File: src/rtl/cds_seq_pkg.sv
package cds_seq_pkg;

  typedef enum logic [3:0] {
    PH_IDLE,
    PH_INTRST,
    PH_SETTLE1,
    PH_THRESH,
    PH_SAMPLE1,
    PH_INJECT,
    PH_SETTLE2,
    PH_SAMPLE2,
    PH_READ
  } phase_e;

  // Strobes from the sequencing control to the pin datapath
  typedef struct packed {
    logic intReset;
    logic discReset;
    logic thresholdInject;
    logic chargeInject;
    logic sample1;
    logic sample2;
    logic muxSelect;
    logic busy;
    logic hitWindow;
    logic cycleStart;
  } strobe_t;

  function automatic int maxOf(input int a, input int b);
    return (a > b) ? a : b;
  endfunction

endpackage

File: src/rtl/cds_seq_ctrl.sv
module cds_seq_ctrl
  import cds_seq_pkg::*;
#(
  parameter int INTRST_CYC  = 8,
  parameter int SETTLE1_CYC = 20,
  parameter int THRESH_CYC  = 4,
  parameter int INJECT_CYC  = 4,
  parameter int SETTLE2_CYC = 12,
  parameter int READ_CYC    = 16
) (
  input  logic    clk,
  input  logic    rstN,
  input  logic    start,
  output strobe_t strobe
);

  // First settle is forced longer than the second
  localparam int SETTLE1_EFF = (SETTLE1_CYC > SETTLE2_CYC) ? SETTLE1_CYC : SETTLE2_CYC + 1;
  localparam int MAX_LEN = maxOf(maxOf(maxOf(INTRST_CYC, SETTLE1_EFF), maxOf(THRESH_CYC, INJECT_CYC)),
                                 maxOf(SETTLE2_CYC, READ_CYC));
  localparam int CW = (MAX_LEN > 1) ? $clog2(MAX_LEN) : 1;

  phase_e phase, nextPhase;
  logic [CW-1:0] remain;
  logic advance;

  function automatic logic [CW-1:0] lenMinusOne(input phase_e p);
    case (p)
      PH_INTRST:  return CW'(INTRST_CYC - 1);
      PH_SETTLE1: return CW'(SETTLE1_EFF - 1);
      PH_THRESH:  return CW'(THRESH_CYC - 1);
      PH_INJECT:  return CW'(INJECT_CYC - 1);
      PH_SETTLE2: return CW'(SETTLE2_CYC - 1);
      PH_READ:    return CW'(READ_CYC - 1);
      default:    return '0;
    endcase
  endfunction

  always_comb begin
    case (phase)
      PH_IDLE:    nextPhase = PH_INTRST;
      PH_INTRST:  nextPhase = PH_SETTLE1;
      PH_SETTLE1: nextPhase = PH_THRESH;
      PH_THRESH:  nextPhase = PH_SAMPLE1;
      PH_SAMPLE1: nextPhase = PH_INJECT;
      PH_INJECT:  nextPhase = PH_SETTLE2;
      PH_SETTLE2: nextPhase = PH_SAMPLE2;
      PH_SAMPLE2: nextPhase = PH_READ;
      default:    nextPhase = PH_IDLE;
    endcase
  end

  assign advance = (phase == PH_IDLE) ? start : (remain == '0);

  always_ff @(posedge clk or negedge rstN) begin
    if (!rstN) begin
      phase  <= PH_IDLE;
      remain <= '0;
    end else if (advance) begin
      phase  <= nextPhase;
      remain <= lenMinusOne(nextPhase);
    end else if (phase != PH_IDLE) begin
      remain <= remain - 1'b1;
    end
  end

  always_comb begin
    strobe = '0;
    strobe.busy       = (phase != PH_IDLE);
    strobe.cycleStart = (phase == PH_IDLE) && start;
    case (phase)
      PH_INTRST: begin
        strobe.intReset  = 1'b1;
        strobe.discReset = 1'b1;
      end
      PH_SETTLE1: strobe.discReset = 1'b1;
      PH_THRESH: begin
        strobe.discReset       = 1'b1;
        strobe.thresholdInject = 1'b1;
      end
      PH_SAMPLE1: strobe.sample1 = 1'b1;
      PH_INJECT, PH_SETTLE2: begin
        strobe.chargeInject = 1'b1;
        strobe.hitWindow    = 1'b1;
      end
      PH_SAMPLE2: strobe.sample2 = 1'b1;
      PH_READ:    strobe.muxSelect = 1'b1;
      default: ;
    endcase
  end

endmodule

File: src/rtl/cds_seq_datapath.sv
module cds_seq_datapath
  import cds_seq_pkg::*;
#(
  parameter int HIT_DELAY_CYC = 75,
  parameter int CAP_W         = 3
) (
  input  logic             clk,
  input  logic             rstN,
  input  strobe_t          strobe,
  input  logic             hitIn,
  input  logic             cfgWrite,
  input  logic             cfgPolarity,
  input  logic [CAP_W-1:0] cfgCapSel,
  output logic             intReset,
  output logic             discReset,
  output logic             thresholdInject,
  output logic             chargeInject,
  output logic             sample1,
  output logic             sample2,
  output logic             muxSelect,
  output logic             busy,
  output logic             hitOut,
  output logic             polarityInvert,
  output logic [CAP_W-1:0] capSel,
  output logic [CAP_W-1:0] capWeight
);

  localparam int DW = (HIT_DELAY_CYC > 1) ? $clog2(HIT_DELAY_CYC) : 1;

  logic          windowQ;
  logic          hitTaken;
  logic          hitPending;
  logic [DW-1:0] delayLeft;
  logic          hitAccept;

  // Registered pins
  always_ff @(posedge clk or negedge rstN) begin
    if (!rstN) begin
      intReset        <= 1'b0;
      discReset       <= 1'b0;
      thresholdInject <= 1'b0;
      chargeInject    <= 1'b0;
      sample1         <= 1'b0;
      sample2         <= 1'b0;
      muxSelect       <= 1'b0;
      busy            <= 1'b0;
      windowQ         <= 1'b0;
    end else begin
      intReset        <= strobe.intReset;
      discReset       <= strobe.discReset;
      thresholdInject <= strobe.thresholdInject;
      chargeInject    <= strobe.chargeInject;
      sample1         <= strobe.sample1;
      sample2         <= strobe.sample2;
      muxSelect       <= strobe.muxSelect;
      busy            <= strobe.busy;
      windowQ         <= strobe.hitWindow;
    end
  end

  // Hit capture in the window, first one only, then programmable delay
  assign hitAccept = windowQ && hitIn && !hitTaken;

  always_ff @(posedge clk or negedge rstN) begin
    if (!rstN) begin
      hitTaken   <= 1'b0;
      hitPending <= 1'b0;
      delayLeft  <= '0;
      hitOut     <= 1'b0;
    end else begin
      hitOut <= 1'b0;
      if (strobe.cycleStart) begin
        hitTaken <= 1'b0;
      end else if (hitAccept) begin
        hitTaken <= 1'b1;
      end
      if (hitAccept) begin
        hitPending <= 1'b1;
        delayLeft  <= DW'(HIT_DELAY_CYC - 1);
      end else if (hitPending) begin
        if (delayLeft == '0) begin
          hitOut     <= 1'b1;
          hitPending <= 1'b0;
        end else begin
          delayLeft <= delayLeft - 1'b1;
        end
      end
    end
  end

  // Configuration, writable only while idle
  always_ff @(posedge clk or negedge rstN) begin
    if (!rstN) begin
      polarityInvert <= 1'b0;
      capSel         <= '1;
    end else if (cfgWrite && !busy) begin
      polarityInvert <= cfgPolarity;
      capSel         <= cfgCapSel;
    end
  end

  assign capWeight = ~capSel;

endmodule

File: src/rtl/cds_sequencer.sv
module cds_sequencer
  import cds_seq_pkg::*;
#(
  parameter int INTRST_CYC    = 8,
  parameter int SETTLE1_CYC   = 20,
  parameter int THRESH_CYC    = 4,
  parameter int INJECT_CYC    = 4,
  parameter int SETTLE2_CYC   = 12,
  parameter int READ_CYC      = 16,
  parameter int HIT_DELAY_CYC = 75
) (
  input  logic       clk,
  input  logic       rstN,
  input  logic       start,
  input  logic       hitIn,
  input  logic       cfgWrite,
  input  logic       cfgPolarity,
  input  logic [2:0] cfgCapSel,
  output logic       intReset,
  output logic       discReset,
  output logic       thresholdInject,
  output logic       chargeInject,
  output logic       sample1,
  output logic       sample2,
  output logic       muxSelect,
  output logic       busy,
  output logic       hitOut,
  output logic       polarityInvert,
  output logic [2:0] capSel,
  output logic [2:0] capWeight
);

  strobe_t strobe;

  cds_seq_ctrl #(
    .INTRST_CYC (INTRST_CYC),
    .SETTLE1_CYC(SETTLE1_CYC),
    .THRESH_CYC (THRESH_CYC),
    .INJECT_CYC (INJECT_CYC),
    .SETTLE2_CYC(SETTLE2_CYC),
    .READ_CYC   (READ_CYC)
  ) u_ctrl (
    .clk   (clk),
    .rstN  (rstN),
    .start (start),
    .strobe(strobe)
  );

  cds_seq_datapath #(
    .HIT_DELAY_CYC(HIT_DELAY_CYC),
    .CAP_W        (3)
  ) u_dp (
    .clk            (clk),
    .rstN           (rstN),
    .strobe         (strobe),
    .hitIn          (hitIn),
    .cfgWrite       (cfgWrite),
    .cfgPolarity    (cfgPolarity),
    .cfgCapSel      (cfgCapSel),
    .intReset       (intReset),
    .discReset      (discReset),
    .thresholdInject(thresholdInject),
    .chargeInject   (chargeInject),
    .sample1        (sample1),
    .sample2        (sample2),
    .muxSelect      (muxSelect),
    .busy           (busy),
    .hitOut         (hitOut),
    .polarityInvert (polarityInvert),
    .capSel         (capSel),
    .capWeight      (capWeight)
  );

endmodule

File: config.mk
export PLATFORM = sky130hd
export DESIGN_NAME = cds_sequencer
export DESIGN_NICKNAME = d
export VERILOG_FILES = /design/src/rtl/cds_seq_pkg.sv /design/src/rtl/cds_seq_ctrl.sv /design/src/rtl/cds_seq_datapath.sv /design/src/rtl/cds_sequencer.sv
export SDC_FILE = /design/constraint.sdc
export NUM_CORES = 1
export LEC_CHECK = 0
export BUFFER_PORTS_ARGS = -buffer_cell sky130_fd_sc_hd__buf_2
export CAP_MARGIN = 20
export CORE_MARGIN = 2
export CORE_UTILIZATION = 55
export DETAILED_ROUTE_END_ITERATION = 8
export GPL_TIMING_DRIVEN = 0
export HOLD_SLACK_MARGIN = 0.06
export PLACE_DENSITY = 0.85
export RECOVER_POWER = 25
export SYNTH_ARGS = -nofsm -noshare
export SYNTH_HDL_FRONTEND = slang
export SYNTH_SLANG_ARGS = --single-unit
File: constraint.sdc
create_clock -name clk -period 2.59 [get_ports clk]
set_input_delay 0.1295 -clock clk [delete_from_list [all_inputs] [get_ports clk]]
set_output_delay 0.1295 -clock clk [all_outputs]
set_load 0.02 [all_outputs]
==> results of run 1 <==
==> how the worst max path moves through the flow <==
stage,startpoint,endpoint,cells after the start
2_1_floorplan,u_ctrl.phase[0]$_DFFE_PN0P_,u_ctrl.remain[0]$_DFFE_PN0P_,6
3_3_place_gp,u_ctrl.phase[0]$_DFFE_PN0P_,u_ctrl.remain[0]$_DFFE_PN0P_,6
3_5_place_dp,u_ctrl.phase[0]$_DFFE_PN0P_,u_ctrl.remain[0]$_DFFE_PN0P_,6
4_1_cts,u_ctrl.phase[0]$_DFFE_PN0P_,u_ctrl.remain[0]$_DFFE_PN0P_,6
5_1_grt,u_ctrl.phase[0]$_DFFE_PN0P_,u_ctrl.remain[0]$_DFFE_PN0P_,6
6_report,u_ctrl.phase[0]$_DFFE_PN0P_,u_ctrl.remain[0]$_DFFE_PN0P_,6
==> synthesized netlist by cell type, types with 2 or more instances <==
master	n	share of area (%)
sky130_fd_sc_hd__or2_2	2	0.78
sky130_fd_sc_hd__a311oi_1	4	2.2
sky130_fd_sc_hd__o21ai_0	9	2.8
sky130_fd_sc_hd__mux2_2	2	1.4
sky130_fd_sc_hd__ha_1	7	5.4
sky130_fd_sc_hd__and2_1	4	1.6
sky130_fd_sc_hd__dfrtp_1	28	44
sky130_fd_sc_hd__nand3b_1	2	0.93
sky130_fd_sc_hd__inv_1	10	2.3
sky130_fd_sc_hd__dfstp_2	3	4.9
sky130_fd_sc_hd__a21oi_1	10	3.1
sky130_fd_sc_hd__nor2b_1	3	1.2
sky130_fd_sc_hd__nor4_1	2	0.78
sky130_fd_sc_hd__nor2_1	12	2.8
sky130_fd_sc_hd__xnor2_1	4	2.2
sky130_fd_sc_hd__nand2_1	16	3.7
sky130_fd_sc_hd__nor3_1	6	1.9
==> cells in the final DEF (no fill, tap or decap), drive strengths merged, types with 2 or more instances in the layout <==
| cell type | netlist | layout |
|---|---|---|
| clkbuf | 1 | 8 |
| o21ai | 9 | 9 |
| a311oi | 4 | 4 |
| inv | 12 | 12 |
| buf | 3 | 26 |
| mux2 | 2 | 2 |
| nor3 | 6 | 6 |
| o31a | 2 | 2 |
| o41ai | 2 | 2 |
| dfstp | 3 | 3 |
| or2 | 2 | 2 |
| nand3b | 2 | 2 |
| nand2 | 17 | 17 |
| nor4 | 2 | 2 |
| nor2b | 3 | 3 |
| and2 | 4 | 4 |
| nor2 | 13 | 13 |
| ha | 7 | 7 |
| dfrtp | 28 | 28 |
| dlygate4sd3 | 0 | 6 |
| xnor2 | 4 | 4 |
| a21oi | 10 | 10 |
| a21boi | 2 | 2 |
==> what timing repair did <==
item,4_1_cts,5_1_grt
setup buffers,0,0
hold buffers,6,0
resized for setup,0,0
endpoints found under the hold margin,33,0
setup endpoints to repair,0,0
==> worst min-delay path, stage by stage <==
cell and delay (ps):
sky130_fd_sc_hd__buf_2 100, sky130_fd_sc_hd__a21oi_1 60, sky130_fd_sc_hd__a21oi_1 110
==> sequential cells by signal (all words and copies together) (netlist names) <==
name	cells
u_dp.busy	1
u_ctrl.phase	4
u_dp.muxSelect	1
u_dp.hitPending	1
u_dp.discReset	1
u_dp.thresholdInject	1
u_dp.hitTaken	1
u_ctrl.remain	5
u_dp.delayLeft	7
u_dp.windowQ	1
u_dp.polarityInvert	1
u_dp.hitOut	1
u_dp.sample2	1
u_dp.capSel	3
u_dp.intReset	1
u_dp.sample1	1
==> logic make-up (layout without fill, tap and decap cells) <==
logic type	after synthesis	count (layout)	share of synthesized area, %
xor gates and xnor gates	4	4	2.18
AOI/OAI and AO/OA	37	37	16.8
buffers and inverters	16	53	4.67
and+or+nand+nor	59	59	20.3
DFF	31	31	48.5
adders and majority gates	8	8	6.15
muxes	2	2	1.40
==> layer usage <==
layer  share of wire [%]  up-vias  routed length, um  global-route usage [%]
li1                    -      625                  -                       -
met1                  39      625               1190                    24.9
met2                  53       45               1590                    35.6
met3                 5.6        7                169                    4.24
met4                 2.3        0                 70                    11.0
met5                   0        -                  0                       0
==> per-stage QoR <==
| step | instances | utilization (%) |
|---|---|---|
| 2_1_floorplan | 157 | - |
| 3_3_place_gp | 212 | 64.1 |
| 3_5_place_dp | 212 | 64.1 |
| 4_1_cts | 225 | 68.3 |
| 5_1_grt | 225 | 68.2 |
| 6_report | 225 | 68.2 |
==> power breakdown <==
part	internal [uW]	switching, uW
clock network	126	152
logic	523	659
registers	691	181
total	1340	991
==> final cells by class <==
type	count	area (um^2)	share of cell area, %
Clock buffer	6	51.3	2.73
Multi-Input combinational cell	110	753	40.0
Clock inverter	1	5.00	0.266
Inverter	12	47.5	2.53
Buffer	4	27.5	1.46
Tap cell	31	38.8	2.06
Timing Repair Buffer	30	179	9.51
Sequential cell	31	779	41.4
==> results by group, run 1 <==
Outcome
  • Outcome: finished with violations
  • Failing checks: max-capacitance violations, max-slew violations

Setup path
  • Top fanout value on the critical path: 10
  • Worst-path cell with the longest stage delay: sky130_fd_sc_hd__dfrtp_1
  • Type of the worst setup path: reg2reg
  • Type of destination of the critical path: register
  • Cell Chain, Critical Path: inv_2 > ha_1 > maj3_2 > a2111o_1 > o22ai_1 > a31o_2
  • Startpoint Class: register
  • Kind of cell with the highest combined delay on the critical path: adder cells
  • CP bufs+invs: 1
  • Flop2flop setup slack: a little under 400 ps
  • Arrival @ worst endpoint: around 2500 ps
  • Data required time of the worst path: approximately 2900 ps
  • Cell depth of the worst flop-to-flop path: 6
  • Capturing point of the worst reg2reg path: u_ctrl.remain[0]$_DFFE_PN0P_
  • Crit path largest cell delay: about 530 ps
  • FF-to-FF Start: u_ctrl.phase[0]$_DFFE_PN0P_

CTS
  • Clock Latency Late Sink: around 320 ps
  • Clock sink count: 31
  • Number of H-tree branching levels: 2
  • Clock tree from TritonCTS: built
  • Worst-case clock buffer depth: 2
  • Total CTS buffers: 5
  • Clock-pin slew of the registers on the worst-case setup and hold paths: 90 ps
  • Buffer type at the clock tree root: sky130_fd_sc_hd__clkbuf_4

Synth
  • Main synth FF type: sky130_fd_sc_hd__dfrtp_1
  • Post-Synthesis Net Count: roughly 170
  • Yosys synthesis warning count: 0
  • Mean cell area of the mapped netlist: 10.2 um^2
  • Mapped Area: 1610 um^2
  • Sequential cell area fraction in the yosys report: 48.5%
  • Number of cells produced by synthesis: 157
  • EDFF count, synth: 0
  • Async set or reset register ratio after synthesis: between 90% and 100%
  • Register bit count reported by yosys: 31
  • Count of cell types in the netlist: 50

Routing
  • DRC violation count after routing: 0
  • Number of iterations in the first detailed-routing pass: 4
  • Iteration-0 DRC Markers: 58
  • Sum of routed wire length over all layers: 3.02 mm
  • Wirelength per Cell: 13.4 um
  • Vias per Instance: roughly 5.8
  • Vias after detailed routing: 1302
  • Antenna violation net count after detailed routing: 0

Cells and area
  • Fraction of layout instances using a drive strength above 1: between 20% and 30%
  • Post-layout nets: 210
  • Number of fillers in the final layout: 215
  • Design Area, Final: between 1500 and 2000 um^2
  • Layout overhead on the synthesized area: 17.0%
  • Inserted Diodes: 0

Worst hold path
  • Hold path endpoint: u_dp.hitTaken$_DFFE_PN0P_
  • Hold Path Cell Cnt: 3
  • Tightest Hold Check Type: in2reg
  • Hold path startpoint: hitIn

Timing
  • Maximum operating frequency: 454 MHz
  • Final slew viol count: 32
  • Worst-case setup margin in the final layout: 389 ps
  • Sum Neg Setup Slack: 0 ps
  • Final critical-path required period: ~2200 ps
  • RSZ-0062 raised after global routing: false
  • Headroom to the max-slew limit: -4.75%
  • Final number of hold-violating endpoints: 0
  • Final worst hold slack: 122 ps
  • Slew @ Worst Pin: roughly 1600 ps
  • Fin Clk Skew: 7.80 ps
  • Final worst-path cycle share: between 80 and 90%
  • Count of endpoints failing setup in the final report: 0

Pwr
  • Worst vdd ir: 0.000779 V
  • Power per cell area: between 1000 and 1500 nW/um^2
  • Standby leakage power: 0.000878 uW
  • Total power: 2330 uW

Global route
  • Via count of the first global-routing pass: 1226
  • Largest net degree at the start of global routing: 32
  • GR Util All Layers: 20.9%
  • Global-route wire length before repair: 5.31 mm
  • GRT Residual Overflow: 0
  • Initial antenna violation count: 0

Floorplanning
  • Cell Rows: 19
  • Chip Height: 58.1 um
  • Core Footprint: 2760 um^2
  • IO Pins: 25
  • Full die area: ~3400 um^2
  • Starting utilization of the core area: 58.3%
  • Width of the die: 58.1 um

Placed design
  • Port bufs: 24
  • Cell area after placement: 1770 um^2
  • Estimated wirelength of the detail-placed design: between 2 and 2.5 mm
  • Last weighted congestion value of the routability-driven placer: between 0.8 and 0.9
  • Minimum setup slack after placement: 415 ps

Job
  • Maxcap violations: 1
(Power assumes the default switching activity.)
==> run 2, diff against run 1 <==
--- a/config.mk
+++ b/config.mk
@@ -5,6 +5,7 @@
 export SDC_FILE = /design/constraint.sdc
 export NUM_CORES = 1
 export LEC_CHECK = 0
+export ABC_AREA = 1
 export BUFFER_PORTS_ARGS = -buffer_cell sky130_fd_sc_hd__buf_2
 export CAP_MARGIN = 20
 export CORE_MARGIN = 2
==> constraint.sdc (replaced) <==
create_clock -name clk -period 2.1 [get_ports clk]
set_input_delay 0.105 -clock clk [delete_from_list [all_inputs] [get_ports clk]]
set_output_delay 0.105 -clock clk [all_outputs]
set_load 0.02 [all_outputs]
==> run 2 against run 1 <==
The flow now finishes without violations. Die area down 0.36%. Non-clock buffer count fell by 4. First-iteration DRC count is 47% lower. Critical path depth increased by 5. Wire length down 0.23%. Synthesized area decreased by 0.39%. Core utilization about the same. Clock skew is 4.4 ps higher. Combinational power is 37% higher. Sequential power rose by 17%. Highest routed layer unchanged.
==> results by group, run 2 <==
Outcome
  • Outcome: finished clean

Synth
  • Share of the synthesized area in the top cell type: 43.8% (+0.17 points)
  • Mean cell area of the mapped netlist: 8.21 um^2 (-20%)
  • Most frequent cells after synthesis: sky130_fd_sc_hd__inv_1, sky130_fd_sc_hd__nand2_1, sky130_fd_sc_hd__dfrtp_1
  • Library cell with the largest summed area after synthesis: sky130_fd_sc_hd__dfrtp_1
  • Sequential cell area fraction in the yosys report: 48.7% (+0.19 points)
  • Count of cell types in the netlist: 23 (-54%)
  • Mapped Area: 1600 um^2 (-0.39%)
  • Post-Synthesis Net Count: 211 (+22%)
  • EDFF count, synth: 0 (unchanged)
  • Yosys synthesis warning count: 0 (unchanged)
  • Most instantiated library cell after synthesis: sky130_fd_sc_hd__inv_1
  • Async set or reset register ratio after synthesis: 100% (unchanged)
  • Register bit count reported by yosys: 31 (unchanged)
  • Main synth FF type: sky130_fd_sc_hd__dfrtp_1
  • Area contributors post-synth: sky130_fd_sc_hd__dfrtp_1, sky130_fd_sc_hd__inv_1, sky130_fd_sc_hd__nand2_1, sky130_fd_sc_hd__ha_1, sky130_fd_sc_hd__o21ai_0
  • Number of cells produced by synthesis: 195 (+24%)

Timing
  • Final slew viol count: 0 (-100%)
  • Worst-case setup margin in the final layout: 446 ps (+57.1 ps)
  • Final number of hold-violating endpoints: 0 (unchanged)
  • Fin Clk Skew: 12.2 ps (+4.38 ps)
  • Count of endpoints failing setup in the final report: 0 (unchanged)
  • Maximum operating frequency: 605 MHz (+33%)
  • Sum Neg Setup Slack: 0 ps (unchanged)
  • Final worst-path cycle share: 78.8% (-6.2 points)
  • Slew @ Worst Pin: 661 ps (-911 ps)
  • RSZ-0062 raised after global routing: false
  • Final critical-path required period: 1650 ps (-547 ps)
  • Headroom to the max-slew limit: 56.0% (+61 points)

Cells and area
  • Most common cell after layout, fill and taps aside: sky130_fd_sc_hd__inv_1
  • Layout overhead on the synthesized area: 17.6%
  • Biggest regs: u_dp.delayLeft: 7 flops, u_ctrl.remain: 5 flops, u_ctrl.phase: 4 flops
  • Fraction of layout instances using a drive strength above 1: 19.8% (-7.0 points)
  • Design Area, Final: 1880 um^2 (about the same)
  • Multi-input combinational cell area: 657 um^2 (-13%)
  • Register bank with the most flops: u_dp.delayLeft
  • Post-layout nets: 247 (+18%)
  • Area of all sequential standard cells: 779 um^2 (unchanged)
  • Inserted Diodes: 0 (unchanged)
  • Top library cells by usage in the layout, fill and taps aside: sky130_fd_sc_hd__inv_1, sky130_fd_sc_hd__nand2_1, sky130_fd_sc_hd__dfrtp_1
  • Flip-flop count of the largest register, all copies and words added: 7 (unchanged)
  • Utilization of the core after routing: 68.3% (about the same)
  • Count of placed standard cells in the final layout, fillers left out: 263 (+17%)
  • Number of fillers in the final layout: 206 (-4.2%)

Global route
  • Global-route wire length before repair: 4.91 mm (-7.4%)
  • Via count of the first global-routing pass: 1206 (-1.6%)
  • GRT Residual Overflow: 0 (unchanged)
  • Initial antenna violation count: 0 (unchanged)
  • Largest net degree at the start of global routing: 32 (unchanged)
  • GR Util All Layers: 20.0% (-0.90 points)

Setup path
  • Worst-path cell with the longest stage delay: sky130_fd_sc_hd__dfrtp_1
  • Startpoint Class: register
  • Cell Chain, Critical Path: inv_1 > ha_1 > inv_1 > nor2_1 > nor2_1 > nand2_1 > nand2_1 > nand2_1 > nand3_1 > nand2_1 > inv_1
  • Kind of cell with the highest combined delay on the critical path: simple AND/OR/NAND/NOR gates
  • Crit path largest cell delay: 450 ps (-80 ps)
  • Top fanout value on the critical path: 6 (-4)
  • Most prevalent standard cell on the critical path: sky130_fd_sc_hd__nand2_1
  • Arrival @ worst endpoint: 1880 ps (-590 ps)
  • CP bufs+invs: 3 (+2)
  • Type of the worst setup path: reg2reg
  • Data required time of the worst path: 2330 ps (-530 ps)
  • Type of destination of the critical path: register

Floorplanning
  • Core Footprint: 2760 um^2 (unchanged)
  • IO Pins: 25 (unchanged)
  • Width of the die: 58.0 um (-0.18%)
  • Full die area: 3360 um^2 (-0.36%)
  • Cell Rows: 19 (unchanged)
  • Starting utilization of the core area: 58.1% (-0.23 points)
  • Chip Height: 58.0 um (-0.18%)

Pwr
  • Standby leakage power: 0.00105 uW (+20%)
  • Worst vdd ir: 0.00130 V (+67%)
  • Power per cell area: 1610 nW/um^2 (+30%)

Routing
  • Vias after detailed routing: 1329 (+2.1%)
  • DRC violation count after routing: 0 (unchanged)
  • Number of iterations in the first detailed-routing pass: 6 (+2)
  • Antenna violation net count after detailed routing: 0 (unchanged)
  • Wirelength per Cell: 11.5 um (-15%)
  • Vias per Instance: 5.05 (-13%)
  • Sum of routed wire length over all layers: 3.01 mm (-0.23%)
  • Iteration-0 DRC Markers: 31 (-47%)

Placed design
  • Minimum setup slack after placement: 463 ps (+48.2 ps)
  • Last weighted congestion value of the routability-driven placer: 0.847 (-1.2%)
  • DP Cell Count: 250 (+18%)
  • Estimated wirelength of the detail-placed design: 2.13 mm (-4.3%)
  • Port bufs: 24 (unchanged)
  • Cell area after placement: 1760 um^2 (-0.35%)

CTS
  • Clock tree from TritonCTS: built
  • Worst-case clock buffer depth: 2 (unchanged)
  • Clock sink count: 31 (unchanged)
  • Buffer type at the clock tree root: sky130_fd_sc_hd__clkbuf_4
  • Number of H-tree branching levels: 2 (unchanged)
  • Clock-pin slew of the registers on the worst-case setup and hold paths: 100 ps (about the same)
  • Clock Latency Late Sink: 330 ps (about the same)
  • Total setup buffers inserted after CTS: 0 (unchanged)
  • Total CTS buffers: 5 (unchanged)

Worst hold path
  • Tightest Hold Check Type: in2reg

Job
  • Maxcap violations: 0 (-1)
[run 2: cell count changes in the layout (fill, tap and decap cells not counted), moves of 8 or more]
cell / before / now
sky130_fd_sc_hd__nand3_1: 0 / 13
sky130_fd_sc_hd__o21ai_0: 9 / 17
sky130_fd_sc_hd__nand2_1: 16 / 36
sky130_fd_sc_hd__inv_1: 10 / 40
sky130_fd_sc_hd__nor2_1: 12 / 20
[run 2: final timing paths]
kind	cells past startpoint	end	from	slack, ps
max	11	u_ctrl.remain[1]$_DFFE_PN0P_	u_ctrl.phase[0]$_DFFE_PN0P_	450
min	5	u_ctrl.remain[1]$_DFFE_PN0P_	start	140
max reg2reg	11	u_ctrl.remain[1]$_DFFE_PN0P_	u_ctrl.phase[0]$_DFFE_PN0P_	450
min reg2reg	1	u_dp.delayLeft[6]$_DFFE_PN0P_	u_dp.hitPending$_DFF_PN0_	490
max in group asynchronous	2	u_ctrl.remain[1]$_DFFE_PN0P_	rstN	1330
min in group asynchronous	2	u_dp.delayLeft[4]$_DFFE_PN0P_	rstN	330
[run 2: metrics by stage]
stage          hold WS (ps)  power (uW)
3_3_place_gp            174        2560
6_report                144        3040
4_1_cts                 123        3060
5_1_grt                 138        3340
2_1_floorplan          -191        2250
3_5_place_dp            176        2630
[run 2: final cells by class]
type	instances	area share, %
plain buffers	1	0.598
clock buffers	7	3.46
repair buffers	29	9.04
multi-input cells	122	34.9
clock inverters	1	0.399
flip-flops and latches	31	41.4
well taps	31	2.06
inverters	41	8.17
[run 2: worst reg2reg max path, delay by kind of cell, from the launching register on]
kind / cells / cell delay (ps)
adder cells (fa/ha/maj): 1 / 330
buffers and inverters: 3 / 190
flip-flops: 1 / 450
AND/OR/NAND/NOR: 7 / 590
[run 2: kinds of logic (layout without fill, tap and decap cells)]
| family | count (synthesis) | in the layout | share of synthesized area (%) |
|---|---|---|---|
| flops | 31 | 31 | 48.7 |
| compound gates | 25 | 25 | 8.13 |
| fa+ha+maj | 7 | 7 | 5.47 |
| buf+inv | 42 | 79 | 10.3 |
| xor+xnor | 4 | 4 | 2.19 |
| simple gates | 85 | 85 | 24.5 |
| mux | 1 | 1 | 0.703 |
[run 2: timing repair]
action / in CTS / in global routing
endpoints found under the hold margin: 32 / 0
resized for setup: 0 / 0
hold buffers: 5 / 0
[run 2: routing by layer]
metal  wire length, um  global-route usage, %  vias to the layer above
met5                 0                      0                        -
met4                53                   13.3                        0
met3               136                   4.91                        6
met2              1570                   34.6                       30
met1              1260                   21.5                      613
li1                  -                      -                      680
[run 2: power breakdown]
group          internal (uW)  total, uW  leakage [uW]  switching [uW]
sequential               871       1020      0.000386             154
combinational            579       1620      0.000628            1040
clock                    196        399     0.0000375             204
==> run 3, diff against run 2 <==
==> constraint.sdc (replaced) <==
create_clock -name clk -period 1.68 [get_ports clk]
set_input_delay 0.084 -clock clk [delete_from_list [all_inputs] [get_ports clk]]
set_output_delay 0.084 -clock clk [all_outputs]
set_load 0.02 [all_outputs]
==> run 3 against run 2 <==
Sequential power rose by 25%. Wire length grew 5.3%. Combinational power grew 31%. Clock-buffer cell count is the same. Register-to-register slack got worse by 340 ps. Global-route usage did not move. Critical path type unchanged. Sequential share of layout area shrank 0.61 points. Fmax increased by 5.2%. Critical path depth is the same. Clock skew grew 1.4 ps. Flip-flop and latch count did not move.
==> results by group, run 3 (synthesis results as in run 2) <==
Global route
  • Largest net degree at the start of global routing: 32 (unchanged)
  • GR Util All Layers: 20.0% (unchanged)
  • GRT Residual Overflow: 0 (unchanged)
  • Via count of the first global-routing pass: 1206 (unchanged)
  • Initial antenna violation count: 0 (unchanged)
  • Global-route wire length before repair: 4.91 mm (unchanged)

Setup path
  • Type of destination of the critical path: register
  • Cell depth of the worst flop-to-flop path: 11 (unchanged)
  • Type of the worst setup path: reg2reg
  • Worst-path cell with the longest stage delay: sky130_fd_sc_hd__dfrtp_1
  • Top fanout value on the critical path: 3 (-3)
  • Crit path largest cell delay: 390 ps (-60 ps)
  • Arrival @ worst endpoint: 1800 ps (-80 ps)
  • Startpoint Class: register
  • Most prevalent standard cell on the critical path: sky130_fd_sc_hd__nand2_1
  • Data required time of the worst path: 1910 ps (-420 ps)
  • Cell Chain, Critical Path: inv_1 > ha_1 > inv_1 > nor2_1 > nor2_1 > nand2_1 > nand2_1 > nand2_1 > nand3_1 > nand2_1 > inv_1

Timing
  • Fin Clk Skew: 13.6 ps (+1.37 ps)
  • RSZ-0062 raised after global routing: true
  • Final slew viol count: 0 (unchanged)
  • Count of endpoints failing setup in the final report: 0 (unchanged)
  • Slew @ Worst Pin: 728 ps (+67.4 ps)
  • Final worst-path cycle share: 93.6% (+15 points)
  • Final critical-path required period: 1570 ps (-82.1 ps)
  • Sum Neg Setup Slack: 0 ps (unchanged)
  • Maximum operating frequency: 636 MHz (+5.2%)
  • Headroom to the max-slew limit: 51.5% (-4.5 points)
  • Final number of hold-violating endpoints: 0 (unchanged)

Pwr
  • Internal power of the cells: 2110 uW (+28%)
  • Proportion of power drawn by combinational gates: 54.3% (+1.2 points)
  • Power share of the clock group: 13.0% (about the same)
  • Register share of total power: 32.7% (-1.0 points)
  • Net switching power: 1790 uW (+29%)
  • Worst vdd ir: 0.00166 V (+28%)
  • Standby leakage power: 0.00106 uW (+1.2%)
  • Power per cell area: 2040 nW/um^2 (+26%)
  • Switching fraction of total power: 46.0% (+0.080 points)

Routing
  • Vias after detailed routing: 1367 (+2.9%)
  • DRC violation count after routing: 0 (unchanged)
  • Sum of routed wire length over all layers: 3.17 mm (+5.3%)
  • Vias per Instance: 5.14 (+1.7%)
  • Iteration-0 DRC Markers: 47 (+52%)
  • Number of iterations in the first detailed-routing pass: 4 (-2)
  • Wirelength per Cell: 11.9 um (+4.1%)
  • Antenna violation net count after detailed routing: 0 (unchanged)

Cells and area
  • Flip-flop count of the largest register, all copies and words added: 7 (unchanged)
  • Layout overhead on the synthesized area: 19.5%
  • Utilization of the core after routing: 69.4% (+1.1 points)
  • Count of placed standard cells in the final layout, fillers left out: 266 (+1.1%)
  • Register bank with the most flops: u_dp.delayLeft
  • Most common cell after layout, fill and taps aside: sky130_fd_sc_hd__inv_1
  • Biggest regs: u_dp.delayLeft: 7 flops, u_ctrl.remain: 5 flops, u_ctrl.phase: 4 flops
  • Post-layout nets: 250 (+1.2%)
  • Fraction of layout instances using a drive strength above 1: 22.1% (+2.3 points)
  • Top library cells by usage in the layout, fill and taps aside: sky130_fd_sc_hd__inv_1, sky130_fd_sc_hd__nand2_1, sky130_fd_sc_hd__dfrtp_1
  • Inserted Diodes: 0 (unchanged)

CTS
  • Worst-case clock buffer depth: 2 (unchanged)
  • Clock tree from TritonCTS: built
  • Total CTS buffers: 5 (unchanged)
  • Clock Latency Late Sink: 340 ps (about the same)
  • Buffer type at the clock tree root: sky130_fd_sc_hd__clkbuf_4
  • Number of H-tree branching levels: 2 (unchanged)
  • Clock sink count: 31 (unchanged)
  • Clock-pin slew of the registers on the worst-case setup and hold paths: 100 ps (about the same)

Floorplanning
  • Chip Height: 58.0 um (unchanged)
  • IO Pins: 25 (unchanged)
  • Cell Rows: 19 (unchanged)
  • Core Footprint: 2760 um^2 (unchanged)
  • Width of the die: 58.0 um (unchanged)
  • Starting utilization of the core area: 58.1% (unchanged)
  • Full die area: 3360 um^2 (unchanged)

Worst hold path
  • Hold Path Cell Cnt: 5 (unchanged)
  • Tightest Hold Check Type: in2reg

Placed design
  • Port bufs: 24 (unchanged)
  • DP Cell Count: 250 (unchanged)
  • Estimated wirelength of the detail-placed design: 2.13 mm (unchanged)
  • Last weighted congestion value of the routability-driven placer: 0.847 (unchanged)

Job
  • Maxcap violations: 0 (unchanged)

Outcome
  • Outcome: finished clean
==> run 3: timing repair <==
action | 4_1_cts | 5_1_grt
buffers inserted | 0 | 3
resized for setup | 0 | 4
endpoints found under the setup margin | 0 | 9
hold buffers | 5 | 0
hold endpoints to repair | 32 | 0
==> run 3: path summary, 6_finish.rpt <==
check | start | to | slack, ps
worst min-delay path | start | u_ctrl.remain[1]$_DFFE_PN0P_ | 120
worst max-delay path | u_ctrl.phase[1]$_DFFE_PN0P_ | u_ctrl.remain[1]$_DFFE_PN0P_ | 110
min in group asynchronous | rstN | u_dp.delayLeft[4]$_DFFE_PN0P_ | 320
worst min register to register | u_dp.capSel[1]$_DFFE_PN1P_ | u_dp.capSel[1]$_DFFE_PN1P_ | 490
max in group asynchronous | rstN | u_ctrl.phase[0]$_DFFE_PN0P_ | 840
worst max register to register | u_ctrl.phase[1]$_DFFE_PN0P_ | u_ctrl.remain[1]$_DFFE_PN0P_ | 110
==> run 3: cell type report <==
type                    count  area [um^2]
clock buffers               7         65.1
flip-flops and latches     31          781
clock inverters             1         7.51
well taps                  31         38.8
repair buffers             32          193
inverters                  41          154
plain buffers               1         11.3
fillers                   197          843
multi-input cells         122          664
==> run 3: critical path: cells and delay by family, from the launching register on <==
kind / cells / cell delay, ps
and+or+nand+nor: 7 / 610
adders and majority gates: 1 / 320
buffers and inverters: 3 / 170
DFF: 1 / 390
==> run 3: per-layer routing <==
layer | up-vias | routed length, um | track usage (%)
met5 | - | 0 | 0
met4 | 0 | 84 | 13.3
met3 | 9 | 177 | 4.91
met2 | 39 | 1670 | 34.6
met1 | 631 | 1250 | 21.5
li1 | 688 | - | -
==> run 3: through the flow <==
stage / power (uW) / hold WS, ps / instance area (um^2) / setup WS (ps)
2_1_floorplan: 2810 / -212 / 1600 / 231
3_3_place_gp: 3200 / 153 / 1760 / 49.8
3_5_place_dp: 3280 / 155 / 1760 / 43.1
4_1_cts: 3820 / 102 / 1880 / 14.0
5_1_grt: 4260 / 117 / 1910 / -11.0
6_report: 3900 / 116 / 1910 / 108
==> run 3: power groups by stage <==
| stage | clock (uW) | combinational, uW | sequential [uW] |
|---|---|---|---|
| floorplan | 0 | 1410 | 1400 |
| global placement | 0 | 1920 | 1280 |
| detailed placement | 0 | 1990 | 1290 |
| CTS | 517 | 2020 | 1280 |
| global route | 542 | 2420 | 1300 |
| finish | 507 | 2120 | 1280 |
